--- src/rtl/gta_pkg.sv ---
package gta_pkg;

    typedef enum logic [2:0] {
        S_IDLE,
        S_READ,
        S_SHARE,
        S_RESOLVE,
        S_SUM,
        S_SETTLE,
        S_DONE
    } gta_state_e;

endpackage

--- src/rtl/gta_weigh.sv ---
// Folds one group's captured bits into a single weighted level.
// Bit 0 of vec is the incoming carry; bits 2k+1 and 2k+2 are a[k] and b[k].
module gta_weigh #(
    parameter int GW = 4,
    localparam int LW = GW + 1
) (
    input  logic [2*GW:0]  vec,
    output logic [LW-1:0]  level
);

    always_comb begin
        level = LW'(vec[0]);
        for (int k = 0; k < GW; k++) begin
            level = level + (LW'(vec[2*k+1]) << k) + (LW'(vec[2*k+2]) << k);
        end
    end

endmodule

--- src/rtl/gta_group_add.sv ---
// One group's parallel sum from its own incoming carry.
module gta_group_add #(
    parameter int GW = 4
) (
    input  logic [GW-1:0] a,
    input  logic [GW-1:0] b,
    input  logic          cin,
    output logic [GW-1:0] sum
);

    always_comb begin
        sum = a + b + GW'(cin);
    end

endmodule

--- src/rtl/grouped_threshold_adder.sv ---
module grouped_threshold_adder
    import gta_pkg::*;
#(
    parameter int WIDTH = 16,
    localparam int GW         = 4,
    localparam int NG         = WIDTH / GW,
    localparam int DONE_STAGE = NG + 5,
    localparam int SW         = $clog2(DONE_STAGE + 1),
    localparam int LW         = GW + 1,
    localparam int GIW        = (NG > 1) ? $clog2(NG) : 1,
    localparam int THRESH     = 1 << GW
) (
    input  logic             clk,
    input  logic             rst_n,
    input  logic             start_i,
    input  logic [WIDTH-1:0] a_i,
    input  logic [WIDTH-1:0] b_i,
    input  logic             cin_i,
    output logic [WIDTH-1:0] sum_o,
    output logic             cout_o,
    output logic             done_o,
    output logic [SW-1:0]    stage_o
);

    gta_state_e state_q, state_d;

    logic             half_q;
    logic [SW-1:0]    stage_q;
    logic [GIW-1:0]   grp_q;
    logic [WIDTH-1:0] a_q, b_q;
    logic [NG:0]      carry_q;
    logic [2*GW:0]    cap_q, cap_d;
    logic [LW-1:0]    level_q, level_w;
    logic [WIDTH-1:0] sum_q, sum_w;
    logic             thr_w, grp_cin_w, busy_w, accept_w, last_grp_w;

    assign busy_w     = (state_q != S_IDLE) && (state_q != S_DONE);
    assign accept_w   = start_i && !busy_w;
    assign thr_w      = (level_q >= LW'(THRESH));
    assign last_grp_w = (grp_q == GIW'(NG - 1));
    assign grp_cin_w  = (grp_q == '0) ? carry_q[0] : thr_w;

    // Capture vector for the current group: carry, then a/b pairs by weight.
    always_comb begin
        cap_d[0] = grp_cin_w;
        for (int k = 0; k < GW; k++) begin
            cap_d[2*k+1] = a_q[grp_q*GW + k];
            cap_d[2*k+2] = b_q[grp_q*GW + k];
        end
    end

    gta_weigh #(.GW(GW)) u_weigh (
        .vec   (cap_q),
        .level (level_w)
    );

    for (genvar g = 0; g < NG; g++) begin : g_grp
        gta_group_add #(.GW(GW)) u_add (
            .a   (a_q[g*GW +: GW]),
            .b   (b_q[g*GW +: GW]),
            .cin (carry_q[g]),
            .sum (sum_w[g*GW +: GW])
        );
    end

    // Next-state logic
    always_comb begin
        state_d = state_q;
        unique case (state_q)
            S_IDLE:    if (start_i) state_d = S_READ;
            S_READ:    state_d = S_SHARE;
            S_SHARE:   state_d = last_grp_w ? S_RESOLVE : S_READ;
            S_RESOLVE: state_d = S_SUM;
            S_SUM:     state_d = S_SETTLE;
            S_SETTLE:  if (half_q && stage_q == SW'(DONE_STAGE - 1)) state_d = S_DONE;
            S_DONE:    if (start_i) state_d = S_READ;
            default:   state_d = S_IDLE;
        endcase
    end

    // State register
    always_ff @(posedge clk or negedge rst_n) begin
        if (!rst_n) state_q <= S_IDLE;
        else        state_q <= state_d;
    end

    // Datapath and output registers
    always_ff @(posedge clk or negedge rst_n) begin
        if (!rst_n) begin
            half_q  <= 1'b0;
            stage_q <= '0;
            grp_q   <= '0;
            a_q     <= '0;
            b_q     <= '0;
            carry_q <= '0;
            cap_q   <= '0;
            level_q <= '0;
            sum_q   <= '0;
        end else if (accept_w) begin
            half_q     <= 1'b0;
            stage_q    <= SW'(1);
            grp_q      <= '0;
            a_q        <= a_i;
            b_q        <= b_i;
            carry_q    <= '0;
            carry_q[0] <= cin_i;
            level_q    <= '0;
        end else if (busy_w) begin
            half_q <= ~half_q;
            if (half_q) stage_q <= stage_q + SW'(1);
            unique case (state_q)
                S_READ: begin
                    cap_q          <= cap_d;
                    carry_q[grp_q] <= grp_cin_w;
                end
                S_SHARE: begin
                    level_q <= level_w;
                    if (!last_grp_w) grp_q <= grp_q + GIW'(1);
                end
                S_RESOLVE: carry_q[NG] <= thr_w;
                S_SUM:     sum_q       <= sum_w;
                default: ;
            endcase
        end
    end

    assign sum_o   = sum_q;
    assign cout_o  = carry_q[NG];
    assign done_o  = (state_q == S_DONE);
    assign stage_o = stage_q;


    idle_stage_zero_chk: assert property (@(posedge clk) disable iff (!rst_n)
        (state_q == S_IDLE) |-> (stage_o == '0 && !done_o));


    stage_step_chk: assert property (@(posedge clk) disable iff (!rst_n)
        (busy_w && half_q && !start_i) |=> (stage_o == $past(stage_o) + SW'(1)));


    done_stage_chk: assert property (@(posedge clk) disable iff (!rst_n)
        done_o |-> (stage_o == SW'(DONE_STAGE)));


    result_match_chk: assert property (@(posedge clk) disable iff (!rst_n)
        done_o |-> ({cout_o, sum_o} == ({1'b0, a_q} + {1'b0, b_q} + (WIDTH+1)'(carry_q[0]))));


    done_hold_chk: assert property (@(posedge clk) disable iff (!rst_n)
        (done_o && !start_i) |=> (done_o && $stable(sum_o) && $stable(cout_o) && $stable(stage_o)));


    busy_ignore_chk: assert property (@(posedge clk) disable iff (!rst_n)
        (busy_w && start_i) |=> ($stable(a_q) && $stable(b_q)));

endmodule

--- config.mk ---
export PLATFORM = sky130hd
export DESIGN_NAME = grouped_threshold_adder
export DESIGN_NICKNAME = d
export VERILOG_FILES = /design/src/rtl/gta_pkg.sv /design/src/rtl/gta_weigh.sv /design/src/rtl/gta_group_add.sv /design/src/rtl/grouped_threshold_adder.sv
export SDC_FILE = /design/constraint.sdc
export NUM_CORES = 1
export LEC_CHECK = 0
export ABC_AREA = 0
export ABC_CLOCK_PERIOD_IN_PS = 1900
export BUFFER_PORTS_ARGS = -buffer_cell sky130_fd_sc_hd__buf_2
export CORE_ASPECT_RATIO = 1.75
export CORE_MARGIN = 2
export CORE_UTILIZATION = 53
export DETAILED_ROUTE_END_ITERATION = 8
export GPL_ROUTABILITY_DRIVEN = 1
export PLACE_DENSITY = 0.73
export SLEW_MARGIN = 20
export SYNTH_ARGS = -nofsm -noshare
export SYNTH_HDL_FRONTEND = slang
export SYNTH_SLANG_ARGS = --single-unit
--- constraint.sdc ---
create_clock -name clk -period 1.9 [get_ports clk]
set_input_delay 0.38 -clock clk [delete_from_list [all_inputs] [get_ports clk]]
set_output_delay 0.38 -clock clk [all_outputs]
set_load 0.02 [all_outputs]
==> results.toml, run 1 <==
[layout]
seqCellArea_mm2 = 0.00183
drive_above_1_share = 0.401
final_common_cell = "dfrtp_1"
syn2layout_area_growth_pct = 20.6
multiInputGateArea_mm2 = 0.00190
fill_cells = 593
antenna_cells = 0
layout_common_cells = "70 x dfrtp_1, 57 x buf_2, 42 x mux2_2, 26 x nand2_1, 23 x inv_1"
finalNetCount = 454

[grt]
grt.overflow.total = 0
grt_pass1_vias = 2852
grt_max_degree = 36
antenna_found_initial = 0
grt_usage = 0.237
grt_pass1_wl_mm = 14.0

[yosys]
synth_async_sr_flop_share = 1.00
yosys_most_used_dff = "dfrtp_1"
syn_inst = 314
syn_area_per_cell_um2 = 12.4
synth_seq_cells = 73
synth_edf_count = 0
synth_area_mm2 = 0.00390
synth-seq-area-share = 0.468
synth_cell_types = 50
synth_nets = 380
yosysWarnings = 0

[sta]
period_share = 0.948
finalCriticalPeriod_ps = 1800
skew_ps = 5.04
tightest_slew_ps = 452
relSlewSlack = 0.699
hold_viol = 0
fmax_ghz = 0.555
tns_ps = 0
setup_violations = 0
drv_slew = 0
grt_setup_unrepaired = "no"

[clock_tree]
cts_tree = "yes"
htreeDepth = 3
clk_latency_ps = 330
cts_inserted_buffers = 9
cts.sinks = 73
clock_tree.root_cell = "clkbuf_16"
clockBufferDepth = 2
clk_pin_slew_ps = 50

[routing]
wl_mm = 8.27
post-route-drc-count = 0
routedWlPerCell_um = 17.3
dr_total_vias = 2651
drt-vias-per-instance = 5.55
first_pass_iters = 5
ant_nets = 0
drtIter0Drc = 131

[floorplan]
start_util = 0.543
die_x_um = 68.9
core_area_mm2 = 0.00718
die_h_um = 118
boundaryPins = 58
row_count = 41
die_area_mm2 = 0.00809

[critical_path]
required_ps = 2140
crit_path_max_fanout = 2
cp-end-kind = "register"
reg2reg_depth = 6
startpoint_type = "register"
worst-endpoint-arrival_ps = 2040
setup.worst_path.class = "register to register"

[pwr]
ir_drop_uv = 1240
powerDensity_mw_per_mm2 = 1990
p_total_mw = 9.35
p_leak_nw = 2.22

[placed_design]
io_buffers = 57
dp_hpwl_mm = 6.30
place_congestion = 0.886

[run_status]
status = "finished, final reports clean"

[min_path]
whs_path_depth = 2
min_path_type = "input pin to register"

[job]
maxCapViolations = 0
## critical path, stage by stage (launching register included)
cell	delay, ps
dfrtp_1	380
ha_1	220
fa_1	370
ha_1	300
nand3_2	80
and3b_1	200
o32ai_2	180
## logic make-up (layout without fill, tap and decap cells)
group	after synthesis	count (layout)	synth area share
compound gates	47	47	0.0779
xor+xnor	9	9	0.0221
mux	55	55	0.181
flops	73	73	0.468
fa+ha+maj	30	30	0.113
simple gates	61	61	0.0872
buf+inv	39	117	0.0503
## flip-flops by register name, summed over array words and instances, names as in the netlist
name / flops
a_q: 16
b_q: 16
cap_q: 9
carry_q: 5
grp_q: 2
half_q: 1
level_q: 1
stage_o: 4
state_q: 3
sum_o: 16
## final timing paths
| check | slack, ps | endpoint | from |
|---|---|---|---|
| worst max-delay path | 100 | level_q[4] | cap_q[0] |
| max in group asynchronous | 830 | state_q[2] | rst_n |
| min in group asynchronous | 520 | stage_o[3] | rst_n |
| worst min register to register | 470 | sum_o[0] | sum_o[0] |
| worst min-delay path | 270 | b_q[7] | b_i[7] |
| worst max register to register | 100 | level_q[4] | cap_q[0] |
## power by group
part,total (mW),switching (mW),internal [mW]
Sequential,3.11,0.755,2.35
Combinational,4.55,2.29,2.26
Clock,1.70,0.615,1.08
## synth_stat cells, types with 2 or more instances
cell type,instances,area [µm²]
o21ai_2,4,35.0
and3b_1,2,17.5
a211o_1,2,17.5
nor2b_1,2,12.5
o21ai_0,11,55.1
mux2i_1,3,30.0
nand3_1,9,45.0
inv_1,23,86.3
mux2_1,2,22.5
nor2_1,4,15.0
nand4_1,3,18.8
xnor2_1,3,26.3
mux4_2,8,180
mux2_2,42,473
o221ai_1,2,17.5
xor2_1,5,43.8
buf_2,6,30.0
fa_1,9,180
a21oi_1,12,60.1
buf_4,5,37.5
buf_6,3,33.8
dfrtp_1,73,1830
a21o_1,4,30.0
nand2_1,26,97.6
ha_1,21,263
a31oi_1,2,12.5
nand3b_1,3,22.5
o21ai_1,3,15.0
## cell type report
class | instances | area share
Clock buffer | 13 | 0.0553
Clock inverter | 2 | 0.00797
Inverter | 23 | 0.0183
Multi-Input combinational cell | 202 | 0.403
Sequential cell | 73 | 0.389
Tap cell | 86 | 0.0229
Timing Repair Buffer | 79 | 0.104
## metrics by stage
step / cells / utilization / setup WS, ps / area (µm²) / hold WS (ps)
finish: 478 / 0.656 / 99.5 / 4710 / 265
global route: 478 / 0.656 / 10.4 / 4710 / 275
CTS: 476 / 0.651 / 28.4 / 4680 / 257
detailed placement: 459 / 0.607 / 102 / 4360 / 342
global placement: 459 / 0.607 / 153 / 4360 / 343
floorplan: 314 / - / 206 / 3900 / 84.4
## repair_timing
action	4_1_cts	5_1_grt
endpoints found under the setup margin	1	2
resized for setup	2	5
pin swaps	0	1
hold buffers	1	0
buffers inserted	1	2
endpoints found under the hold margin	14	0
## per-layer routing
metal / vias up / global-route usage / wire length (µm)
met5: - / 0 / 0
met4: 0 / 0.0809 / 144
met3: 11 / 0.0564 / 254
met2: 63 / 0.406 / 4670
met1: 1328 / 0.280 / 3190
li1: 1249 / - / -
Note: power is estimated with default switching activity, not from simulation.
==> run 2, diff against run 1 <==
--- a/config.mk
+++ b/config.mk
@@ -7,7 +7,7 @@
 export LEC_CHECK = 0
 export ABC_AREA = 0
 export ABC_CLOCK_PERIOD_IN_PS = 1900
-export BUFFER_PORTS_ARGS = -buffer_cell sky130_fd_sc_hd__buf_2
+export BUFFER_PORTS_ARGS = -buffer_cell sky130_fd_sc_hd__buf_4
 export CORE_ASPECT_RATIO = 1.75
 export CORE_MARGIN = 2
 export CORE_UTILIZATION = 53
==> run 2 against run 1 <==
Clock power is essentially flat. Die area is the same. Register-to-register slack hardly changed. Power increased by 1.2%. Wire length increased by 0.82%. Non-clock buffer count increased by 2. Clock skew fell by 0.82 ps. Largest power group unchanged. Highest routed layer unchanged.
==> results.toml, run 2 (synthesis gave the netlist of run 1 again) <==
[critical_path]
crit_path_max_fanout = 10
critPathLaunch = "state_q[0]"
slowest_delay_ps = 400
setup.worst_path.class = "register to primary output"
r2r_end = "level_q[4]"
reg2reg_setup_slack_ps = 90
cp-end-kind = "primary output"
crit_end = "done_o"
reg2reg_depth = 6
required_ps = 1520
worst-endpoint-arrival_ps = 1440
critPathSlowestCell = "dfrtp_2"
r2r-start = "cap_q[0]"
path_common_cell = "buf_4"
startpoint_type = "register"
crit_chain = "buf_4 > or3_1 > inv_1 > buf_4"

[clock_tree]
cts_tree = "yes"
cts.sinks = 73
cts_inserted_buffers = 9
clockBufferDepth = 2
clk_latency_ps = 340
htreeDepth = 3
clock_tree.root_cell = "clkbuf_16"
clk_pin_slew_ps = 60

[grt]
grt_pass1_vias = 2856
grt.overflow.total = 0
grt_max_degree = 30
antenna_found_initial = 0
grt_usage = 0.232
grt_pass1_wl_mm = 13.6

[sta]
tightest_slew_ps = 397
setup_violations = 0
period_share = 0.958
hold_viol = 0
grt_setup_unrepaired = "yes"
hold_slack_ps = 259
tns_ps = 0
relSlewSlack = 0.736
skew_ps = 4.22
drv_slew = 0
finalCriticalPeriod_ps = 1820
layout_setup_ws_ps = 80.3
fmax_ghz = 0.550

[min_path]
worstHoldStart = "b_i[7]"
min_path_type = "input pin to register"

[pwr]
p_int_mw = 5.82
p_leak_nw = 2.27
powerDensity_mw_per_mm2 = 1950
clockPowerShare = 0.179
ir_drop_uv = 1110
combinationalPowerShare = 0.495
switchingPower_mw = 3.64
switching_share = 0.385
seqPwrFrac = 0.326

[run_status]
status = "finished, final reports clean"

[layout]
final_common_cell = "buf_4"
final_util = 0.675
drive_above_1_share = 0.398
finalNetCount = 456
syn2layout_area_growth_pct = 24.1
final_cells = 480
layout_common_cells = "78 x buf_4, 70 x dfrtp_1, 42 x mux2_2, 26 x nand2_1, 23 x inv_1"
antenna_cells = 0

[routing]
routedWlPerCell_um = 17.4
drtIter0Drc = 155
drt-vias-per-instance = 5.61
dr_total_vias = 2694
ant_nets = 0
first_pass_iters = 4
wl_mm = 8.33
post-route-drc-count = 0

[floorplan]
start_util = 0.543
die_area_mm2 = 0.00809
die_h_um = 118
boundaryPins = 58
row_count = 41
die_x_um = 68.9
core_area_mm2 = 0.00718

[placed_design]
dp_hpwl_mm = 6.48
place_congestion = 0.809
dp_slack_ps = 88.7
io_buffers = 57
dpl.cell_count = 459

[job]
maxCapViolations = 0
run 2: changes by cell type in the layout (fill, tap and decap cells not counted), sizes merged:
cell	change
buf	+2
run 2: final cells by class:
class	instances	area [µm²]
clock inverter	2	37.5
timing repair buffer	81	636
multi-input combinational	202	1890
clock buffer	13	260
inverter	23	86.3
fill	562	2340
sequential	73	1830
tap	86	108
run 2: power groups by stage:
stage / logic, mW / registers (mW) / clock network [mW]
after global placement: 4.42 / 3.12 / 0
final: 4.69 / 3.08 / 1.69
after floorplan: 3.15 / 3.09 / 0
after global routing: 5.21 / 3.19 / 1.79
after detailed placement: 4.56 / 3.17 / 0
after CTS: 4.69 / 3.10 / 1.72
run 2: worst min-delay path by stage:
| stage | endpoint | slack [ps] | cells after the start |
|---|---|---|---|
| after floorplan | a_q[0] | 80 | 0 |
| after global placement | stage_o[3] | 330 | 1 |
| after detailed placement | stage_o[0] | 330 | 1 |
| after CTS | b_q[7] | 260 | 2 |
| after global routing | b_q[7] | 260 | 2 |
| final | b_q[7] | 260 | 2 |
run 2: per-layer routing:
metal | routed length (µm) | vias up | share of wire | track usage
met4 | 369 | 0 | 0.044 | 0.127
met2 | 4520 | 64 | 0.54 | 0.388
met3 | 313 | 28 | 0.038 | 0.0497
li1 | - | 1257 | - | -
met5 | 0 | - | 0 | 0
met1 | 3130 | 1345 | 0.38 | 0.264
run 2: through the flow:
| step | instance area [µm²] | power (mW) |
|---|---|---|
| finish | 4840 | 9.46 |
| floorplan | 3900 | 6.24 |
| detailed placement | 4490 | 7.74 |
| global placement | 4490 | 7.54 |
| global route | 4840 | 10.2 |
| CTS | 4810 | 9.51 |
run 2: worst max-delay path, delay by kind of cell (launching register included):
family	cells	cell delay, ps
DFF	1	400
buffers and inverters	3	370
and+or+nand+nor	1	340
run 2: repair_timing:
| action | CTS | global route |
|---|---|---|
| endpoints found under the hold margin | 26 | 0 |
| hold buffers | 1 | 0 |
| gates resized for setup | 3 | 1 |
| buffers inserted | 2 | 3 |
| setup endpoints to repair | 1 | 2 |
| pin swaps | 0 | 0 |
